<file path="src/rtl/dbg_trig_pkg.sv">
package dbg_trig_pkg;
  typedef enum logic [3:0] {
    TK_ADDR     = 4'd2,
    TK_ADDR_EXT = 4'd6
  } trig_kind_e;

  localparam logic [11:0] A_SELECT = 12'h7A0;
  localparam logic [11:0] A_CTRL   = 12'h7A1;
  localparam logic [11:0] A_CMP    = 12'h7A2;
  localparam logic [11:0] A_SPARE  = 12'h7A3;
  localparam logic [11:0] A_CAPS   = 12'h7A4;

  // capability mask: one bit per supported kind
  localparam int unsigned CAPS_MASK = (1 << 2) | (1 << 6);

  // legal size codes: any, 1, 2, 4, 8 bytes
  function automatic logic size_legal(input logic [3:0] code);
    return (code <= 4'd3) || (code == 4'd5);
  endfunction

  function automatic logic kind_ok(input logic [3:0] k);
    return (k == TK_ADDR) || (k == TK_ADDR_EXT);
  endfunction
endpackage

</file>
<file path="src/rtl/dbg_trig_legal.sv">
module dbg_trig_legal import dbg_trig_pkg::*; #(
  parameter int XLEN = 32
) (
  input  logic [XLEN-1:0] wdata_i,
  output logic            accept_o,
  output logic [XLEN-1:0] ctrl_o
);
  localparam int KIND_LSB = XLEN - 4;

  logic [3:0] kind;
  logic [3:0] size_classic;
  logic [3:0] size_ext;

  assign kind     = wdata_i[XLEN-1:KIND_LSB];
  assign size_ext = wdata_i[19:16];
  assign accept_o = kind_ok(kind);

  generate
    if (XLEN == 64) begin : g_wide
      assign size_classic = {wdata_i[22:21], wdata_i[17:16]};
    end else begin : g_narrow
      assign size_classic = {2'b00, wdata_i[17:16]};
    end
  endgenerate

  always_comb begin
    ctrl_o                   = '0;
    ctrl_o[XLEN-1:KIND_LSB]  = kind;
    ctrl_o[6]                = wdata_i[6];
    ctrl_o[4:0]              = wdata_i[4:0];
    if (kind == TK_ADDR) begin
      if (size_legal(size_classic)) begin
        ctrl_o[17:16] = wdata_i[17:16];
        if (XLEN == 64) ctrl_o[22:21] = wdata_i[22:21];
      end
    end else if (kind == TK_ADDR_EXT) begin
      ctrl_o[24:23] = wdata_i[24:23];
      if (size_legal(size_ext)) ctrl_o[19:16] = size_ext;
    end
  end
endmodule

</file>
<file path="src/rtl/dbg_trig_sel.sv">
module dbg_trig_sel #(
  parameter int XLEN     = 32,
  parameter int NUM_TRIG = 2,
  localparam int SEL_W   = (NUM_TRIG > 1) ? $clog2(NUM_TRIG) : 1
) (
  input  logic             clk,
  input  logic             rst_n,
  input  logic             wr_i,
  input  logic [XLEN-1:0]  wdata_i,
  output logic [SEL_W-1:0] sel_o
);
  always_ff @(posedge clk or negedge rst_n) begin
    if (!rst_n)
      sel_o <= '0;
    else if (wr_i && (wdata_i < XLEN'(NUM_TRIG)))
      sel_o <= wdata_i[SEL_W-1:0];
  end


  sel_range_chk: assert property (@(posedge clk) disable iff (!rst_n)
    int'(sel_o) < NUM_TRIG);


  sel_hold_chk: assert property (@(posedge clk) disable iff (!rst_n)
    (wr_i && !(wdata_i < XLEN'(NUM_TRIG))) |=> $stable(sel_o));
endmodule

</file>
<file path="src/rtl/dbg_trig_slot.sv">
module dbg_trig_slot import dbg_trig_pkg::*; #(
  parameter int XLEN = 32
) (
  input  logic            clk,
  input  logic            rst_n,
  input  logic            wr_ctrl_i,
  input  logic            wr_cmp_i,
  input  logic [XLEN-1:0] ctrl_d_i,
  input  logic [XLEN-1:0] cmp_d_i,
  output logic [XLEN-1:0] ctrl_o,
  output logic [XLEN-1:0] cmp_o,
  output logic            reconf_o
);
  localparam int KIND_LSB = XLEN - 4;
  localparam logic [XLEN-1:0] CTRL_RST = XLEN'(TK_ADDR) << KIND_LSB;

  always_ff @(posedge clk or negedge rst_n) begin
    if (!rst_n) begin
      ctrl_o   <= CTRL_RST;
      cmp_o    <= '0;
      reconf_o <= 1'b0;
    end else begin
      if (wr_ctrl_i) ctrl_o <= ctrl_d_i;
      if (wr_cmp_i)  cmp_o  <= cmp_d_i;
      reconf_o <= wr_ctrl_i | wr_cmp_i;
    end
  end


  dmode_zero_chk: assert property (@(posedge clk) disable iff (!rst_n)
    ctrl_o[XLEN-5] == 1'b0);


  kind_legal_chk: assert property (@(posedge clk) disable iff (!rst_n)
    kind_ok(ctrl_o[XLEN-1:KIND_LSB]));


  ctrl_stable_chk: assert property (@(posedge clk) disable iff (!rst_n)
    !wr_ctrl_i |=> $stable(ctrl_o));


  reconf_pulse_chk: assert property (@(posedge clk) disable iff (!rst_n)
    (wr_ctrl_i || wr_cmp_i) |=> reconf_o);
endmodule

</file>
<file path="src/rtl/dbg_trig_csr.sv">
module dbg_trig_csr import dbg_trig_pkg::*; #(
  parameter int XLEN     = 32,
  parameter int NUM_TRIG = 2
) (
  input  logic                     clk,
  input  logic                     rst_n,
  input  logic [11:0]              csr_addr,
  input  logic                     csr_we,
  input  logic [XLEN-1:0]          csr_wdata,
  output logic [XLEN-1:0]          csr_rdata,
  output logic [NUM_TRIG*XLEN-1:0] trig_ctrl_o,
  output logic [NUM_TRIG*XLEN-1:0] trig_addr_o,
  output logic [NUM_TRIG-1:0]      trig_reconf_o
);
  localparam int SEL_W    = (NUM_TRIG > 1) ? $clog2(NUM_TRIG) : 1;
  localparam int KIND_LSB = XLEN - 4;

  logic [SEL_W-1:0] sel;
  logic             legal_ok;
  logic [XLEN-1:0]  legal_ctrl;
  logic [XLEN-1:0]  ctrl_arr [NUM_TRIG];
  logic [XLEN-1:0]  cmp_arr  [NUM_TRIG];

  dbg_trig_sel #(.XLEN(XLEN), .NUM_TRIG(NUM_TRIG)) u_sel (
    .clk     (clk),
    .rst_n   (rst_n),
    .wr_i    (csr_we && (csr_addr == A_SELECT)),
    .wdata_i (csr_wdata),
    .sel_o   (sel)
  );

  dbg_trig_legal #(.XLEN(XLEN)) u_legal (
    .wdata_i  (csr_wdata),
    .accept_o (legal_ok),
    .ctrl_o   (legal_ctrl)
  );

  generate
    for (genvar i = 0; i < NUM_TRIG; i++) begin : g_slot
      logic picked;
      assign picked = csr_we && (int'(sel) == i);

      dbg_trig_slot #(.XLEN(XLEN)) u_slot (
        .clk       (clk),
        .rst_n     (rst_n),
        .wr_ctrl_i (picked && (csr_addr == A_CTRL) && legal_ok),
        .wr_cmp_i  (picked && (csr_addr == A_CMP) &&
                    kind_ok(ctrl_arr[i][XLEN-1:KIND_LSB])),
        .ctrl_d_i  (legal_ctrl),
        .cmp_d_i   (csr_wdata),
        .ctrl_o    (ctrl_arr[i]),
        .cmp_o     (cmp_arr[i]),
        .reconf_o  (trig_reconf_o[i])
      );

      assign trig_ctrl_o[i*XLEN +: XLEN] = ctrl_arr[i];
      assign trig_addr_o[i*XLEN +: XLEN] = cmp_arr[i];
    end
  endgenerate

  always_comb begin
    case (csr_addr)
      A_SELECT: csr_rdata = XLEN'(sel);
      A_CTRL:   csr_rdata = ctrl_arr[sel];
      A_CMP:    csr_rdata = cmp_arr[sel];
      A_CAPS:   csr_rdata = XLEN'(CAPS_MASK);
      default:  csr_rdata = '0;
    endcase
  end


  reconf_onehot_chk: assert property (@(posedge clk) disable iff (!rst_n)
    $onehot0(trig_reconf_o));


  reconf_cause_chk: assert property (@(posedge clk) disable iff (!rst_n)
    (|trig_reconf_o) |-> $past(csr_we));


  spare_zero_chk: assert property (@(posedge clk) disable iff (!rst_n)
    (csr_addr == A_SPARE) |-> (csr_rdata == '0));
endmodule

</file>
<file path="config.mk">
export PLATFORM = sky130hd
export DESIGN_NAME = dbg_trig_csr
export DESIGN_NICKNAME = d
export VERILOG_FILES = /design/src/rtl/dbg_trig_pkg.sv /design/src/rtl/dbg_trig_legal.sv /design/src/rtl/dbg_trig_sel.sv /design/src/rtl/dbg_trig_slot.sv /design/src/rtl/dbg_trig_csr.sv
export SDC_FILE = /design/constraint.sdc
export NUM_CORES = 1
export LEC_CHECK = 0
export BUFFER_PORTS_ARGS = -buffer_cell sky130_fd_sc_hd__buf_4
export CORE_MARGIN = 4
export CORE_UTILIZATION = 48
export CTS_CLUSTER_DIAMETER = 80
export DETAILED_ROUTE_END_ITERATION = 6
export HOLD_SLACK_MARGIN = 0.1
export PLACE_DENSITY_LB_ADDON = 0.05
export SLEW_MARGIN = 10
export SYNTH_ARGS = -nofsm -noshare
export SYNTH_HDL_FRONTEND = slang
export SYNTH_SLANG_ARGS = --single-unit
export TNS_END_PERCENT = 50
</file>
<file path="constraint.sdc">
create_clock -name clk -period 2.3 [get_ports clk]
set_input_delay 0.23 -clock clk [delete_from_list [all_inputs] [get_ports clk]]
set_output_delay 0.23 -clock clk [all_outputs]
set_load 0.01 [all_outputs]
</file>
==> impl_results.md <==
- Status: completed
- Sequential fraction of the synthesis area: 49.6%
- Critical Path RT: 2.07 ns
- Leakage power: 3.24 nW
- Nets: 622
- Setup crit end kind: primary output
- Clock-pin transition on the worst setup and hold timing paths: 0.10 ns
- ANT nets after route: 0
- Number of diodes: 0
- Vias: 3742
- Proportion of layout cells with a drive suffix above 1: 50.5%
- Die Y: 110 µm
- RSZ-0062 raised after global routing: false
- Slowest stage cell, crit path: dfrtp_4
- CP max FO: 40
- Worst IR Drop VDD: 0.351 mV
- Gr ovfl total: 0
- Max H-tree Level: 3
- Worst-Skew Late Latency: 0.36 ns
- Vias per cell: 5.23
- Placed cell areas: 6340 µm²
- Post-synth EDFFs: 0
- Largest net degree at the start of global routing: 54
- Rel. slew slack: 54.4%
- Maximum clock path buffer count: 2
- Synth top area share: 48.5%
- Rows: 37
- Drt first pass iters: 6
- Final core occ: 64.0%
- Antenna violations before repair: 0
- Setup Fix Bufs, Post-CTS: 0
- Crit path launch: u_sel.sel_o
- Post-synthesis area per instance: 12.5 µm²
- Pwr Density: 467 nW/µm²
- Worst Min Path Start: csr_wdata[26]
- I/O Buffers: 176
- Critical path type: register to primary output
- TritonCTS clock tree: done
- Fmax: 0.462 GHz
- Routed WL per cell: 18.3 µm
- Vias in the first global route: 3721
- Ys Warns: 0
- Worst-path cell chain: buf_12, mux2i_1, o21ai_0, a2bb2oi_1, nor2_1, buf_4
- Final slew viol count: 0
- Fin crit period: 2.16 ns
- Overall Global Routing Usage: 21.9%
- Final estimated routing congestion in global placement: 0.840
- Die ar.: 12100 µm²
- Post-Syn Area: 5000 µm²
- First-pass GRT wire length: 20400 µm
- Setup Skew: 0.00724 ns
- DRC Markers: 0
- Synth area leaders: dfrtp_1 49%, mux2_2 17%, mux2i_1 9.2%, buf_4 5.1%, o21ai_0 2.0%
- Synth Register Bits: 99
- Count of cell types in the netlist: 39
- I/O Pins: 209
- Crit path arrival time: 1.93 ns
- Hold Crit Class: primary input to register
- Most used DFF post-synth: dfrtp_1
- Most common cell after layout, fill and taps aside: buf_4
- Number of fill cells: 858
- DR iter-0 viols: 117
- Final setup fails: 0
- Cell count after synthesis: 400
- Startpoint class of the critical path: register
- Final critical-path share of the clock period: 94.0%
- Final Hold Slack: 0.117 ns
- FFs w/ async S/R, synth: 100%
- DP HPWL: 9880 µm
- TritonCTS Buffers: 9
- Multi-input gate area in the final layout: 2240 µm²
- FF/Latch Area: 2480 µm²
- Critical path's largest stage delay: 0.60 ns
- Initial Utilization: 48.9%
- Die W: 110 µm
- Clock Root Buffer: clkbuf_8
- Synth-to-Final Area Change: 31.0%
- Core Footprint: 10200 µm²
- Reg2reg start: u_sel.sel_o
- Fin area: 6550 µm²
- Delay-heaviest family, CP: flip-flops
- Setup TNS: 0 ns
- Final Hold Viols: 0
- Buffers & Inverters on Critical Path: 2
- Largest area contributor in the netlist: dfrtp_1
- Max Cap Viol: 0
- Num Clock Sinks: 99
- Transition time of the tightest slew-check pin: 0.684 ns
- Most frequent cells in the layout: 185 x buf_4, 96 x dfrtp_1, 74 x mux2_2
- Final WL: 13100 µm
## power breakdown
group	leakage, nW	switching, mW	internal (mW)
Clock	0.0934	0.624	0.510
Sequential	1.37	0.000138	1.74
Combinational	1.77	0.119	0.0701
## synthesized netlist by cell type (2+ instances only)
cell type / number
nor2_1: 22
mux2_1: 7
nor2_4: 2
buf_6: 7
clkbuf_1: 5
nor3_4: 3
mux2_2: 74
a21oi_1: 2
mux2i_1: 46
dfstp_2: 2
o22ai_1: 13
nand4_1: 4
nand2b_1: 4
or2_1: 2
nand2_1: 7
dfrtp_1: 97
a21o_1: 2
o21ai_0: 20
and2_1: 7
buf_4: 34
buf_2: 9
nor4_1: 7
nand3_1: 7
a2bb2oi_1: 2
## cell type report
cell class / count / share of cell area (%)
Sequential cell: 99 / 37.9
Multi-Input combinational cell: 276 / 34.2
Timing Repair Buffer: 189 / 22.3
Tap cell: 136 / 2.60
Clock buffer: 9 / 1.89
Clock inverter: 7 / 1.18
## logic make-up after synthesis
group	after synthesis	synth area share, %
muxes	128	27.7
other	1	0.0749
buffers and inverters	56	8.03
AOI/OAI and AO/OA	40	4.63
and+or+nand+nor	76	9.98
DFF	99	49.6
## final timing paths
path                            cells past startpoint                     endpoint  slack, ns
worst min-delay path                                2   g_slot[1].u_slot.cmp_o[26]       0.12
min in group asynchronous                           2   g_slot[1].u_slot.ctrl_o[0]       0.45
worst max-delay path                                6                 csr_rdata[6]       0.14
worst max register to register                      4   g_slot[0].u_slot.cmp_o[29]       0.41
worst min register to register                      1  g_slot[1].u_slot.ctrl_o[29]       0.52
max in group asynchronous                           3   g_slot[1].u_slot.cmp_o[31]       1.21
## registers in the layout, indices dropped and copies added, names as in the netlist
register and count:
g_slot.u_slot.cmp_o 64, g_slot.u_slot.ctrl_o 32, g_slot.u_slot.reconf_o 2, u_sel.sel_o 1
## per-layer routing
| layer | up-vias | wire length [µm] | track usage (%) |
|---|---|---|---|
| met4 | 0 | 178 | 6.33 |
| met3 | 15 | 1050 | 5.13 |
| met1 | 1846 | 5620 | 30.1 |
| li1 | 1729 | - | - |
| met5 | - | 0 | 0 |
| met2 | 152 | 6270 | 34.8 |
## repair_timing
item                       4_1_cts  5_1_grt
hold endpoints to repair        49        0
setup endpoints to repair        0        3
resized for setup                0        1
hold buffers                     1        0
## metrics by stage
stage                     instances  power (mW)  worst slack [ns]
after global placement          699        1.96             0.390
after floorplan                 431        1.86             0.607
after global routing            716        3.18            0.0171
after CTS                       716        3.09            0.0516
final                           716        3.06             0.138
after detailed placement        699        1.96             0.340
(Power assumes the default switching activity.)
